**config.mk**
```make
export PLATFORM = sky130hd
export DESIGN_NAME = clamp_agc
export DESIGN_NICKNAME = d
export VERILOG_FILES = /design/src/rtl/clamp_agc_pkg.sv /design/src/rtl/agc_cfg_regs.sv /design/src/rtl/agc_datapath.sv /design/src/rtl/clamp_agc.sv
export SDC_FILE = /design/constraint.sdc
export NUM_CORES = 1
export LEC_CHECK = 0
export ABC_AREA = 1
export BUFFER_PORTS_ARGS = -buffer_cell sky130_fd_sc_hd__buf_4
export CAP_MARGIN = 30
export CORE_ASPECT_RATIO = 1.1
export CORE_MARGIN = 8
export CORE_UTILIZATION = 25
export CTS_BUF_LIST = sky130_fd_sc_hd__clkbuf_16
export CTS_CLUSTER_DIAMETER = 60
export DETAILED_ROUTE_END_ITERATION = 6
export SLEW_MARGIN = 5
export SYNTH_ARGS = -nofsm -noshare
export SYNTH_HDL_FRONTEND = slang
export SYNTH_SLANG_ARGS = --single-unit
```
**constraint.sdc**
```tcl
create_clock -name clk -period 8.25 [get_ports clk]
set_input_delay 0.4125 -clock clk [delete_from_list [all_inputs] [get_ports clk]]
set_output_delay 0.4125 -clock clk [all_outputs]
set_load 0.05 [all_outputs]
```
**src/rtl/clamp_agc_pkg.sv**
```systemverilog
package clamp_agc_pkg;
  // Write port register addresses
  typedef enum logic [1:0] {
    REG_GAIN_LO = 2'd0,
    REG_GAIN_HI = 2'd1,
    REG_BLACK   = 2'd2,
    REG_CTRL    = 2'd3
  } reg_addr_e;

  // Shared widths
  localparam int unsigned SAMPLE_W = 10;
  localparam int unsigned GAIN_W   = 12;
  localparam int unsigned GAIN_FRAC = 9;
  localparam int unsigned BLACK_FIELD_W = 7;
endpackage

```
**src/rtl/agc_cfg_regs.sv**
```systemverilog
module agc_cfg_regs
  import clamp_agc_pkg::*;
#(
  parameter int unsigned GW  = GAIN_W,
  parameter int unsigned GFR = GAIN_FRAC,
  parameter int unsigned BFW = BLACK_FIELD_W,
  parameter int unsigned SW  = SAMPLE_W
) (
  input  logic          clk,
  input  logic          rst_n,
  input  logic          wr_en,
  input  logic [1:0]    wr_addr,
  input  logic [7:0]    wr_data,
  input  logic          vid_active,
  output logic [GW-1:0] act_gain,
  output logic [SW-1:0] act_black,
  output logic          gain_pend,
  output logic          black_pend,
  output logic          sync_mode
);
  localparam int unsigned HIW = GW - 8;
  localparam int unsigned SHIFT = SW - BFW;
  localparam logic [GW-1:0] GAIN_ONE = GW'(1) << GFR;

  logic [7:0]     lo_q, lo_d;
  logic [GW-1:0]  gval_q, gval_d;
  logic [GW-1:0]  gain_q, gain_d;
  logic [BFW-1:0] bval_q, bval_d;
  logic [BFW-1:0] black_q, black_d;
  logic           gpend_q, gpend_d;
  logic           bpend_q, bpend_d;
  logic           sync_q, sync_d;
  logic           hi_wr, blk_wr, commit_ok;

  always_comb begin
    lo_d    = lo_q;
    gval_d  = gval_q;
    gain_d  = gain_q;
    bval_d  = bval_q;
    black_d = black_q;
    gpend_d = gpend_q;
    bpend_d = bpend_q;
    sync_d  = sync_q;
    hi_wr   = wr_en && (wr_addr == REG_GAIN_HI);
    blk_wr  = wr_en && (wr_addr == REG_BLACK);
    commit_ok = !(sync_q && vid_active);
    if (wr_en) begin
      case (reg_addr_e'(wr_addr))
        REG_GAIN_LO: lo_d = wr_data;
        REG_GAIN_HI: begin
          gval_d  = {wr_data[HIW-1:0], lo_q};
          gpend_d = 1'b1;
        end
        REG_BLACK: begin
          bval_d  = wr_data[BFW-1:0];
          bpend_d = 1'b1;
        end
        default: sync_d = wr_data[0];
      endcase
    end
    if (gpend_q && commit_ok) begin
      gain_d = gval_q;
      if (!hi_wr) gpend_d = 1'b0;
    end
    if (bpend_q && commit_ok) begin
      black_d = bval_q;
      if (!blk_wr) bpend_d = 1'b0;
    end
  end

  always_ff @(posedge clk or negedge rst_n) begin
    if (!rst_n) begin
      lo_q    <= '0;
      gval_q  <= GAIN_ONE;
      gain_q  <= GAIN_ONE;
      bval_q  <= '0;
      black_q <= '0;
      gpend_q <= 1'b0;
      bpend_q <= 1'b0;
      sync_q  <= 1'b0;
    end else begin
      lo_q    <= lo_d;
      gval_q  <= gval_d;
      gain_q  <= gain_d;
      bval_q  <= bval_d;
      black_q <= black_d;
      gpend_q <= gpend_d;
      bpend_q <= bpend_d;
      sync_q  <= sync_d;
    end
  end

  assign act_gain   = gain_q;
  assign act_black  = {black_q, {SHIFT{1'b0}}};
  assign gain_pend  = gpend_q;
  assign black_pend = bpend_q;
  assign sync_mode  = sync_q;
endmodule

```
**src/rtl/agc_datapath.sv**
```systemverilog
module agc_datapath
  import clamp_agc_pkg::*;
#(
  parameter int unsigned SW  = SAMPLE_W,
  parameter int unsigned GW  = GAIN_W,
  parameter int unsigned GFR = GAIN_FRAC
) (
  input  logic          clk,
  input  logic          rst_n,
  input  logic          in_valid,
  input  logic [SW-1:0] in_sample,
  input  logic [GW-1:0] gain,
  input  logic [SW-1:0] black,
  output logic          out_valid,
  output logic [SW-1:0] out_sample
);
  localparam int unsigned DW = SW + 1;           // signed difference
  localparam int unsigned PW = DW + GW + 1;      // signed product
  localparam int unsigned RW = PW - GFR;         // after scaling
  localparam int unsigned AW = RW + 1;           // after black add
  localparam logic signed [PW-1:0] HALF = PW'(1) << (GFR - 1);
  localparam logic signed [AW-1:0] MAXV = AW'((1 << SW) - 1);

  // Stage 1: difference from black level
  logic                 v1_q;
  logic signed [DW-1:0] d1_q, d1_d;
  logic [GW-1:0]        g1_q;
  logic [SW-1:0]        c1_q;
  // Stage 2: scaled and rounded difference
  logic                 v2_q;
  logic signed [RW-1:0] r2_q, r2_d;
  logic [SW-1:0]        c2_q;
  // Stage 3: restored and saturated result
  logic                 v3_q;
  logic [SW-1:0]        o3_q, o3_d;

  logic signed [PW-1:0] prod;
  logic signed [AW-1:0] sum;

  always_comb begin
    d1_d = $signed({1'b0, in_sample}) - $signed({1'b0, black});
    prod = PW'(d1_q) * $signed({1'b0, g1_q});
    r2_d = RW'((prod + HALF) >>> GFR);
    sum  = AW'(r2_q) + $signed({{(AW-SW){1'b0}}, c2_q});
    if (sum < 0)          o3_d = '0;
    else if (sum > MAXV)  o3_d = '1;
    else                  o3_d = sum[SW-1:0];
  end

  always_ff @(posedge clk or negedge rst_n) begin
    if (!rst_n) begin
      v1_q <= 1'b0;
      v2_q <= 1'b0;
      v3_q <= 1'b0;
    end else begin
      v1_q <= in_valid;
      v2_q <= v1_q;
      v3_q <= v2_q;
    end
  end

  always_ff @(posedge clk or negedge rst_n) begin
    if (!rst_n) begin
      d1_q <= '0;
      g1_q <= '0;
      c1_q <= '0;
      r2_q <= '0;
      c2_q <= '0;
      o3_q <= '0;
    end else begin
      if (in_valid) begin
        d1_q <= d1_d;
        g1_q <= gain;
        c1_q <= black;
      end
      if (v1_q) begin
        r2_q <= r2_d;
        c2_q <= c1_q;
      end
      if (v2_q) begin
        o3_q <= o3_d;
      end
    end
  end

  assign out_valid  = v3_q;
  assign out_sample = o3_q;
endmodule

```
**src/rtl/clamp_agc.sv**
```systemverilog
module clamp_agc
  import clamp_agc_pkg::*;
#(
  parameter int unsigned SW  = SAMPLE_W,
  parameter int unsigned GW  = GAIN_W,
  parameter int unsigned GFR = GAIN_FRAC,
  parameter int unsigned BFW = BLACK_FIELD_W
) (
  input  logic          clk,
  input  logic          rst_n,
  input  logic          wr_en,
  input  logic [1:0]    wr_addr,
  input  logic [7:0]    wr_data,
  input  logic          vid_active,
  input  logic          in_valid,
  input  logic [SW-1:0] in_sample,
  output logic          out_valid,
  output logic [SW-1:0] out_sample
);
  logic [GW-1:0] act_gain;
  logic [SW-1:0] act_black;
  logic          gain_pend;
  logic          black_pend;
  logic          sync_mode;

  agc_cfg_regs #(.GW(GW), .GFR(GFR), .BFW(BFW), .SW(SW)) cfg_i (
    .clk        (clk),
    .rst_n      (rst_n),
    .wr_en      (wr_en),
    .wr_addr    (wr_addr),
    .wr_data    (wr_data),
    .vid_active (vid_active),
    .act_gain   (act_gain),
    .act_black  (act_black),
    .gain_pend  (gain_pend),
    .black_pend (black_pend),
    .sync_mode  (sync_mode)
  );

  agc_datapath #(.SW(SW), .GW(GW), .GFR(GFR)) dp_i (
    .clk        (clk),
    .rst_n      (rst_n),
    .in_valid   (in_valid),
    .in_sample  (in_sample),
    .gain       (act_gain),
    .black      (act_black),
    .out_valid  (out_valid),
    .out_sample (out_sample)
  );
endmodule

```
=== After elaboration in Yosys (flattened, before gate mapping) ===
Index checks and enable logic that the tools add are counted.

* Register bits: 114
* Bits in latches: 0
* Bits in writable memories: 0
* ROM bits: 0
* Input bits: 25
* Output and inout port bits: 11
* Word-level logic and storage cells: 48
* Memories kept: 0

* Add/subtract/negate cells: 3
* Multipliers: 1
* Div/mod/pow operators: 0
* $lt $le $gt $ge: 2
* Eq/ne operators: 2
* Shift operators: 0
* Muxes and demuxes: 10
* Bitwise logic cells: 1
* Reduce and logical (&&, ||, !) cells: 12

{| class="wikitable"
|+ Operators with widths
! operator !! number
|-
| $add A24 B10 Y24 const B || 1
|-
| $mul A11 B13 Y24 || 1
|-
| $mux W10 || 2
|-
| $add A15 B11 Y16 || 1
|-
| $gt A16 B11 Y1 const B || 1
|-
| $lt A16 B1 Y1 const B || 1
|-
| $sub A10 B10 Y11 || 1
|-
| $mux W1 || 8
|-
| $reduce_and A2 Y1 || 4
|-
| $logic_and A1 B1 Y1 || 5
|-
| $reduce_or A3 Y1 || 1
|-
| $eq A2 B1 Y1 const B || 1
|-
| $eq A2 B2 Y1 const B || 1
|-
| $logic_not A2 Y1 || 1
|-
| $logic_not A1 Y1 || 1
|-
| $not A1 Y1 || 1
|}

=== Longest topological paths before layout ===
Gate-level depths: netlist of run 1.

* Depth after elaboration: 5
* Mapped depth: 24

=== Modules after synthesis ===
From an unflattened synthesis of run 1, not the netlist that was laid out.

* Cell total of the unflattened synthesis: 1,347
* Area total of the unflattened synthesis: 10,513.8 µm²

{| class="wikitable"
|+ By module, submodules not included
! module !! instances !! cells an instance !! area each (µm²)
|-
| agc_datapath || 1 || 1,126 || 8,455.6
|-
| agc_cfg_regs || 1 || 221 || 2,058.2
|}

=== Worst setup path after synthesis of run 1 ===
Ideal clock, no wire load.

* Path type: flip-flop to flip-flop
* Start point: register dp_i.d1_q[9]
* End point: register dp_i.r2_q[6]
* Setup time: 0.122 ns
* Arrival: 4.537 ns
* Path slack: 3.591 ns
* Cell stages (with the launch flop): 19
* Path buffers: 1
* Path through: dfrtp_1 > clkbuf_1 > nand2_1 > fa_1 > fa_1 > inv_1 > fa_1 > fa_1 > inv_1 > fa_1 > inv_1 > ha_1 > nand2_1 > nor2_1 > nor2_1 > nand2_1 > a21oi_1 > xor2_1 > o21ai_1

* Longest elaborated chain between the ends: 2

{| class="wikitable"
|+ Ends and longest elaborated chain
! item !! line !! source
|-
| start: declaration || agc_datapath.sv:26 || <nowiki>logic signed [DW-1:0] d1_q, d1_d;</nowiki>
|-
| start signal: assignment || agc_datapath.sv:64 || <nowiki>d1_q <= '0;</nowiki>
|-
| start signal: assignment || agc_datapath.sv:72 || <nowiki>d1_q <= d1_d;</nowiki>
|-
| $mul A11 B13 Y24 || agc_datapath.sv:42 || <nowiki>prod = PW'(d1_q) * $signed({1'b0, g1_q});</nowiki>
|-
| $add A24 B10 Y24 || agc_datapath.sv:43 || <nowiki>r2_d = RW'((prod + HALF) >>> GFR);</nowiki>
|-
| end signal: assignment || agc_datapath.sv:77 || <nowiki>r2_q <= r2_d;</nowiki>
|-
| end: declaration || agc_datapath.sv:31 || <nowiki>logic signed [RW-1:0] r2_q, r2_d;</nowiki>
|}

Every way passes these cells.
A chain may end at the register's enable or synchronous reset.

=== Final worst setup path of run 1 ===
* Start point: register dp_i.d1_q[10]
* End point: register dp_i.r2_q[13]

Same word-level chain as after synthesis.

==> flow_summary.toml, run 1 <==
[critical_path]
crit_required_ns = 8.54
cp-end-kind = "flop"
crit_chain = "clkinv_1 > nor2_1 > fa_1 > fa_1 > fa_1 > fa_1 > inv_1 > fa_1 > inv_1 > ha_1 > a21oi_1 > inv_1 > a21oi_1 > o21ai_0 > nand2_1 > nand4_1 > nand3_1 > nand2_1"
crit_arrival_ns = 5.87
crit_top_cell = "fa_1"
cp-start-kind = "flop"
crit_fanout = 8
critPathBufInv = 4
slowest_stage = "dfrtp_1"
path_class = "reg -> reg"
cp_slowest_stage_delay_ns = 0.58
cp_top_family = "adder cells"

[route]
vias_per_cell = 4.28
drc = 0
ant_nets = 0
drt-initial-drc-count = 334
first_pass_iters = 5
wl_um = 22200
wl_per_cell_um = 12.9
via_count = 7337

[job]
drv_cap = 0

[floorplanning]
die_x_um = 203
core_area_um2 = 38100
num_rows = 75
initial_utilization_pct = 25.3
die_area_um2 = 45100
die_h_um = 222
io-pin-count = 36

[global_route]
use_met2_pct = 17.2
grt_pass1_wl_um = 38400
grt_overflow = 0
track_usage_pct = 10.3
grt-busiest-layer = "met2"
grt_start_max_net_pins = 76
use_met1_pct = 13.3
antenna_found_initial = 0
grt_use_met3_pct = 1.71
grt_pass1_vias = 7678

[synth]
syn_area_um2 = 9650
ys.flop_type = "dfrtp_1"
synthCells = 1182
syn_nets = 1381
synth_compound_area_share_pct = 5.78
syn_avg_cell_area_um2 = 8.16
synth-seq-cells = 114
yosys-mux-area-fraction_pct = 2.33
synthSimpleGateAreaFrac_pct = 20.7
synth.yosys.seq_area_share_pct = 29.6
synth-adder-area-share_pct = 29.6
synth.distinct_cells = 38
async_flop_share_pct = 100
yosysWarningCount = 0
synth_top_family_by_area = "adder cells"
synth_xor_xnor_area_share_pct = 1.37
synth_edf_count = 0

[final_layout]
layout-drive-gt1-share_pct = 8.48
final_cells = 1715
nNetsFinal = 1401
fillers = 4138
area_delta_synth_final_pct = 14.2
num_antenna_cells = 0

[cts]
clock_latency_ns = 0.41
tritoncts = "done"
clockBufferDepth = 2
holdBufCountCts = 1
cts_setup_buffers = 0
cts_inserted_buffers = 17
htree_levels = 4
numClockSinks = 114
cts_resized = 0
path_clk_slew_ns = 0.05
cts-root-buf = "clkbuf_16"

[timing]
rsz0062_at_grt = "false"
fin_setup_tns_ns = 0
final-setup-viol-count = 0
max_freq_ghz = 0.179
final_max_slew_viol_count = 0
worst_pin_slew_ns = 0.903
hold_violations = 0
timing.hold.ws_ns = 0.217
finalCriticalPeriod_ns = 5.57
slew_headroom_pct = 39.8
skew_ns = 0.00850
finalCritPeriodShare_pct = 67.6

[placed_design]
place_congestion = 0.854
io_buffers = 35
dp_hpwl_um = 17600
dp.cells = 1681

[min_path]
hold_class = "in -> reg"

[run_status]
status = "finished, final reports clean"
==> layer usage <==
| layer | vias up | share of wire [%] |
|---|---|---|
| met5 | - | 0 |
| met4 | 0 | 2.2 |
| met3 | 32 | 3.9 |
| met2 | 162 | 48 |
| met1 | 3507 | 46 |
| li1 | 3636 | - |
==> cell usage after synthesis, types with 2 or more instances <==
library cell  number  area (um^2)
nand4_1            5         31.3
nor3_1             5         25.0
o21ai_1            2         10.0
mux2_2            20          225
dfstp_2            2         52.6
xor2_1             7         61.3
ha_1              83         1040
fa_1              91         1820
dfrtp_1          112         2800
buf_1              2         7.51
inv_2              3         11.3
nand2_1          366         1370
nand3_1           46          230
o21ai_0           54          270
nand3_2            2         20.0
a21o_1             5         37.5
nand3b_1           4         30.0
a21oi_1           34          170
clkbuf_1          34          128
nor2_1            45          169
xnor2_1            5         43.8
o21bai_1           3         22.5
clkinv_1           2         7.51
nand2_4            5         56.3
nand2_2            3         18.8
inv_1            230          863
==> flip-flops by register name, indices dropped and copies added, names as in the netlist <==
signal and flops:
cfg_i.gain_pend 1, cfg_i.black_pend 1, dp_i.v2_q 1, dp_i.c1_q 7, dp_i.c2_q 7, dp_i.v1_q 1
dp_i.g1_q 12, dp_i.r2_q 15, dp_i.out_valid 1, cfg_i.gval_q 12, cfg_i.act_gain 12, cfg_i.sync_mode 1
cfg_i.bval_q 7, cfg_i.black_q 7, dp_i.d1_q 11, cfg_i.lo_q 8, dp_i.out_sample 10
==> cells by family after synthesis <==
logic type | after synthesis
adder cells (fa/ha/maj) | 174
XOR/XNOR | 13
AO/OA/AOI/OAI | 104
multiplexers | 20
AND/OR/NAND/NOR | 485
buffers and inverters | 272
flip-flops | 114
==> worst register-to-register path, cell delays in order (launching register included) <==
cell,delay [ns]
dfrtp_1,0.58
clkinv_1,0.42
nor2_1,0.30
fa_1,0.46
fa_1,0.54
fa_1,0.54
fa_1,0.57
inv_1,0.06
fa_1,0.53
inv_1,0.05
ha_1,0.35
a21oi_1,0.29
inv_1,0.11
a21oi_1,0.18
o21ai_0,0.11
nand2_1,0.12
nand4_1,0.10
nand3_1,0.10
nand2_1,0.06
==> layout by cell type (no fill, tap or decap), types with 2 or more instances in the layout <==
cell type / instances
nand2_1: 366
inv_1: 234
dfrtp_1: 112
fa_1: 91
ha_1: 83
o21ai_0: 54
nand3_1: 46
nor2_1: 45
buf_4: 36
a21oi_1: 34
mux2_2: 20
clkbuf_16: 17
xor2_1: 7
nor3_1: 5
nand2_4: 5
nand4_1: 5
xnor2_1: 5
a21o_1: 5
clkinv_1: 4
nand3b_1: 4
nand2_2: 3
inv_2: 3
o21bai_1: 3
bufinv_16: 3
clkinv_2: 3
nand3_2: 2
o21ai_1: 2
dfstp_2: 2
clkinv_4: 2
==> through the flow <==
step                      worst slack [ns]  instance area [um^2]  util [%]
after floorplan                       3.59                  9650         -
after global placement                2.71                 10400      27.3
after detailed placement              2.68                 10400      27.3
after CTS                             2.66                 11000      28.8
after global routing                  2.26                 11000      28.9
final                                 2.68                 11000      28.9
==> layout make-up <==
type	count	area, um^2	share of cell area (%)
clock buffer	17	425	3.86
clock inverter	15	153	1.39
inverter	235	882	8.01
multi-input combinational	796	5770	52.4
sequential	114	2860	25.9
tap	500	626	5.68
timing repair buffer	38	308	2.79
==> final timing paths <==
kind / from / end / slack [ns] / depth (start not counted)
worst max-delay path: dp_i.d1_q[10] / dp_i.r2_q[13] / 2.68 / 18
worst min-delay path: in_sample[2] / dp_i.d1_q[2] / 0.22 / 3
worst max register to register: dp_i.d1_q[10] / dp_i.r2_q[13] / 2.68 / 18
worst min register to register: dp_i.v2_q / dp_i.out_valid / 0.40 / 0
max in group asynchronous: rst_n / cfg_i.gval_q[9] / 6.75 / 4
min in group asynchronous: rst_n / dp_i.out_valid / 0.52 / 2
Power of run 1 is left out: the tool's default activity adds up to more than one toggle a clock period on the data nets, which glitch-free logic cannot reach.
==> inputs of run 2 (changes only) <==
- clock period: 8.25 -> 5.4 ns (I/O delays scaled with it)
==> run 2 against run 1 <==
  * The flow now finishes with violations (DRC)
  * First-iteration DRC count up 20%
  * Critical path depth increased by 1
  * Cell count is 1.2% higher
  * Critical endpoint is now dp_i.r2_q[12]
  * Largest cell class unchanged
==> flow_summary.toml, run 2 (synthesized netlist as in run 1, its figures left out) <==
[cts]
htree_levels = 4
path_clk_slew_ns = 0.06
cts_inserted_buffers = 17
cts-root-buf = "clkbuf_16"
tritoncts = "done"
clockBufferDepth = 2
cts_setup_buffers = 0
numClockSinks = 114
clock_latency_ns = 0.43

[min_path]
hold_depth = 3
hp-start = "in_sample[1]"
hold_class = "in -> reg"
hold_end = "dp_i.d1_q[1]"

[job]
drv_cap = 0

[run_status]
status = "finished with violations"
violations = "DRC"

[timing]
final_max_slew_viol_count = 0
worst_pin_slew_ns = 0.964
hold_violations = 0
fin_setup_tns_ns = 0
finalCriticalPeriod_ns = 5.05
skew_ns = 0.0206
max_freq_ghz = 0.198
rsz0062_at_grt = "false"
final-setup-viol-count = 0
finalCritPeriodShare_pct = 93.6
slew_headroom_pct = 35.6

[route]
vias_per_cell = 4.25
wl_um = 23300
wl_per_cell_um = 13.4
first_pass_iters = 7
drc = 1
drt-initial-drc-count = 400
ant_nets = 0
via_count = 7371

[placed_design]
dp.cells = 1701
place_congestion = 0.877
io_buffers = 35
dp_hpwl_um = 18600

[critical_path]
cp-start-kind = "flop"
rrSetupSlack_ns = 0.35
r2r_end = "dp_i.r2_q[12]"
reg2reg_from = "dp_i.d1_q[10]"
crit_required_ns = 5.73
crit_arrival_ns = 5.38
cp-end-kind = "flop"
crit_fanout = 8
path_class = "reg -> reg"
rr_worst_depth = 19

[final_layout]
final_cells = 1735
nNetsFinal = 1421
largest_register_ffs = 15
mostFrequentLayoutCell = "nand2_1"
mostFrequentLayoutCells = "nand2_1 (366), inv_1 (230), dfrtp_1 (111), fa_1 (91), ha_1 (83)"
num_antenna_cells = 0
area_delta_synth_final_pct = 16.7
layout-drive-gt1-share_pct = 10.6
regMostFlops = "dp_i.r2_q"

[global_route]
antenna_found_initial = 0
grt_pass1_vias = 7707
grt_start_max_net_pins = 68
grt_pass1_wl_um = 39300
track_usage_pct = 10.7
grt_overflow = 0

[floorplanning]
die_x_um = 203
core_area_um2 = 38100
num_rows = 75
die_h_um = 222
die_area_um2 = 45100
io-pin-count = 36
initial_utilization_pct = 25.3
## run 2: cell types whose count changed in the layout (fill, tap and decap cells not counted), sizes merged
cell	change
buf	+20
bufinv	+2
clkinv	-3
clkinvlp	+2
inv	-1
## run 2: routing by layer
metal  wire length, um  global-route usage [%]  vias up  part of all wire (%)
li1                  -                       -     3665                     -
met1             10600                    13.5     3536                    46
met2             11400                    18.4      147                    49
met3               847                    1.77       23                   3.6
met4               444                    3.18        0                   1.9
met5                 0                       0        -                     0
## run 2: metrics by stage
step	area, um^2	hold slack [ns]	util (%)	worst slack, ns
finish	11300	0.0719	29.5	0.346
global route	11300	0.0732	29.5	0.00836
CTS	11200	0.00717	29.4	0.155
detailed placement	10600	0.419	27.7	0.170
global placement	10600	0.414	27.7	0.203
floorplan	9650	-0.0256	-	0.741
## run 2: repair_timing
action,in CTS,in global routing
resized for setup,0,3
hold endpoints to repair,0,18
hold buffers,0,1
setup endpoints to repair,0,11
## run 2: worst max-delay path: stages, from the launching register on
cell and delay [ns]:
dfrtp_2 0.47, clkinvlp_4 0.23, nor2_1 0.19, fa_1 0.45, fa_1 0.54, fa_1 0.54
fa_1 0.54, inv_1 0.05, fa_1 0.52, inv_1 0.04, ha_1 0.40, nand2_1 0.13
inv_1 0.06, a21boi_1 0.26, nand2_1 0.10, nand2_1 0.10, nand3_1 0.09, nand2_1 0.07
nand3_1 0.08, o21ai_0 0.10
## run 2: area by class of cell
class / count / area, um^2
fill: 4115 / 26800
inverter: 235 / 886
tap: 500 / 626
clock inverter: 15 / 230
clock buffer: 17 / 425
sequential: 114 / 2860
multi-input combinational: 796 / 5770
timing repair buffer: 58 / 458
## run 2: how the worst max path moves through the flow
stage                  start             to  depth (start not counted)
2_1_floorplan   dp_i.d1_q[9]   dp_i.r2_q[6]                         18
3_3_place_gp   dp_i.d1_q[10]  dp_i.r2_q[11]                         17
6_report       dp_i.d1_q[10]  dp_i.r2_q[12]                         19
3_5_place_dp   dp_i.d1_q[10]  dp_i.r2_q[11]                         17
5_1_grt        dp_i.d1_q[10]  dp_i.r2_q[12]                         18
4_1_cts        dp_i.d1_q[10]  dp_i.r2_q[11]                         17
Power of run 2 is left out for the same reason.
==> inputs of run 3 (changes only) <==
- CORE_UTILIZATION: 25 -> 52
- PLACE_DENSITY: default -> 0.69
==> run 3 against run 2 <==
  * The flow now finishes without violations
  * Worst hold slack lost 0.0089 ns
  * Sequential cell count stayed put
  * Maximum frequency down 0.68%
  * Routed wire length decreased by 7.3%
  * Critical path type unchanged
  * Critical endpoint unchanged
==> flow_summary.toml, run 3 (synthesized netlist as in run 1, its figures left out) <==
[placed_design]
dp_hpwl_um = 17200
placed_area_um2 = 10200
dp.cells = 1439
io_buffers = 35
place_congestion = 0.908

[final_layout]
area_delta_synth_final_pct = 11.8
mostFrequentLayoutCell = "nand2_1"
final_cells = 1475
largest_register_ffs = 15
regMostFlops = "dp_i.r2_q"
mostFrequentLayoutCells = "nand2_1 (366), inv_1 (230), dfrtp_1 (111), fa_1 (91), ha_1 (83)"
layout-drive-gt1-share_pct = 10.2
final_area_um2 = 10800
nNetsFinal = 1418
num_antenna_cells = 0

[timing]
slew_headroom_pct = 38.5
final_max_slew_viol_count = 0
final-setup-viol-count = 0
worst_pin_slew_ns = 0.923
max_freq_ghz = 0.197
finalCritPeriodShare_pct = 94.2
fin_setup_tns_ns = 0
finalCriticalPeriod_ns = 5.09
skew_ns = 0.00884
rsz0062_at_grt = "false"
hold_violations = 0

[cts]
tritoncts = "done"
path_clk_slew_ns = 0.06
clockBufferDepth = 2
clock_latency_ns = 0.42
numClockSinks = 114
htree_levels = 4
cts_inserted_buffers = 17
cts-root-buf = "clkbuf_16"

[route]
first_pass_iters = 5
wl_per_cell_um = 14.6
drt-initial-drc-count = 473
via_count = 7401
wl_um = 21600
ant_nets = 0
drc = 0
vias_per_cell = 5.02

[floorplanning]
num_rows = 52
die_h_um = 159
io-pin-count = 36
die_area_um2 = 23200
die_x_um = 146
initial_utilization_pct = 52.8
core_area_um2 = 18300

[global_route]
antenna_found_initial = 0
grt_start_max_net_pins = 65
track_usage_pct = 19.5
grt_pass1_vias = 7643
grt_overflow = 0
grt_pass1_wl_um = 36800

[critical_path]
path_class = "reg -> reg"
crit_arrival_ns = 5.35
rrSetupSlack_ns = 0.31
cp-start-kind = "flop"
crit_required_ns = 5.66
crit_fanout = 8
cp-end-kind = "flop"

[min_path]
hold_class = "in -> reg"

[job]
drv_cap = 0

[run_status]
status = "finished, final reports clean"
[run 3: cell count changes in the layout (fill, tap and decap cells not counted)]
cell | before | now
a21oi_1 | 33 | 34
a21oi_2 | 2 | 1
buf_16 | 1 | 0
buf_4 | 56 | 54
bufinv_16 | 5 | 1
clkinv_1 | 2 | 3
clkinv_2 | 0 | 2
inv_6 | 3 | 4
[run 3: cell type report]
cell class	instances	area, um^2
Fill cell	1656	7490
Inverter	235	886
Multi-Input combinational cell	796	5770
Tap cell	243	304
Timing Repair Buffer	55	415
Sequential cell	114	2860
Clock buffer	17	425
Clock inverter	15	133
[run 3: metal layers]
layer,wire (um),track usage (%),vias to the layer above
met5,0,0,-
met4,666,8.48,0
met1,9450,23.6,3498
met3,744,3.16,46
li1,-,-,3669
met2,10700,33.8,188
[run 3: timing repair]
item / 4_1_cts / 5_1_grt
buffers inserted: 0 / 3
setup endpoints to repair: 0 / 11
hold buffers: 1 / 0
gates resized for setup: 0 / 2
hold endpoints to repair: 63 / 0
[run 3: path summary, 6_finish.rpt]
check / start / endpoint / cells after the start
setup / recovery: dp_i.d1_q[10] / dp_i.r2_q[12] / 17
hold / removal: in_sample[2] / dp_i.d1_q[2] / 3
setup reg to reg: dp_i.d1_q[10] / dp_i.r2_q[12] / 17
hold reg to reg: dp_i.v2_q / dp_i.out_valid / 0
max in group asynchronous: rst_n / dp_i.g1_q[5] / 3
min in group asynchronous: rst_n / dp_i.out_sample[1] / 2
[run 3: worst max-delay path: stages (launching register included)]
cell        delay [ns]
dfrtp_2           0.49
clkinvlp_4        0.22
nor2_1            0.18
fa_1              0.44
fa_1              0.53
fa_1              0.53
fa_1              0.55
inv_1             0.05
fa_1              0.53
inv_1             0.04
ha_1              0.41
nand2_1           0.12
nor2_1            0.25
nand4_1           0.20
nand3_1           0.13
nand2_1           0.05
nand3_1           0.09
o21ai_0           0.10
[run 3: per-stage QoR]
stage	setup slack [ns]	util [%]	hold slack, ns
final	0.312	59.0	0.0630
after global routing	0.0162	59.0	0.0643
after CTS	0.0418	58.9	0.0456
after detailed placement	0.0474	55.8	0.397
after global placement	0.0902	55.8	0.388
after floorplan	0.741	-	-0.0256
Power of run 3 is left out for the same reason.
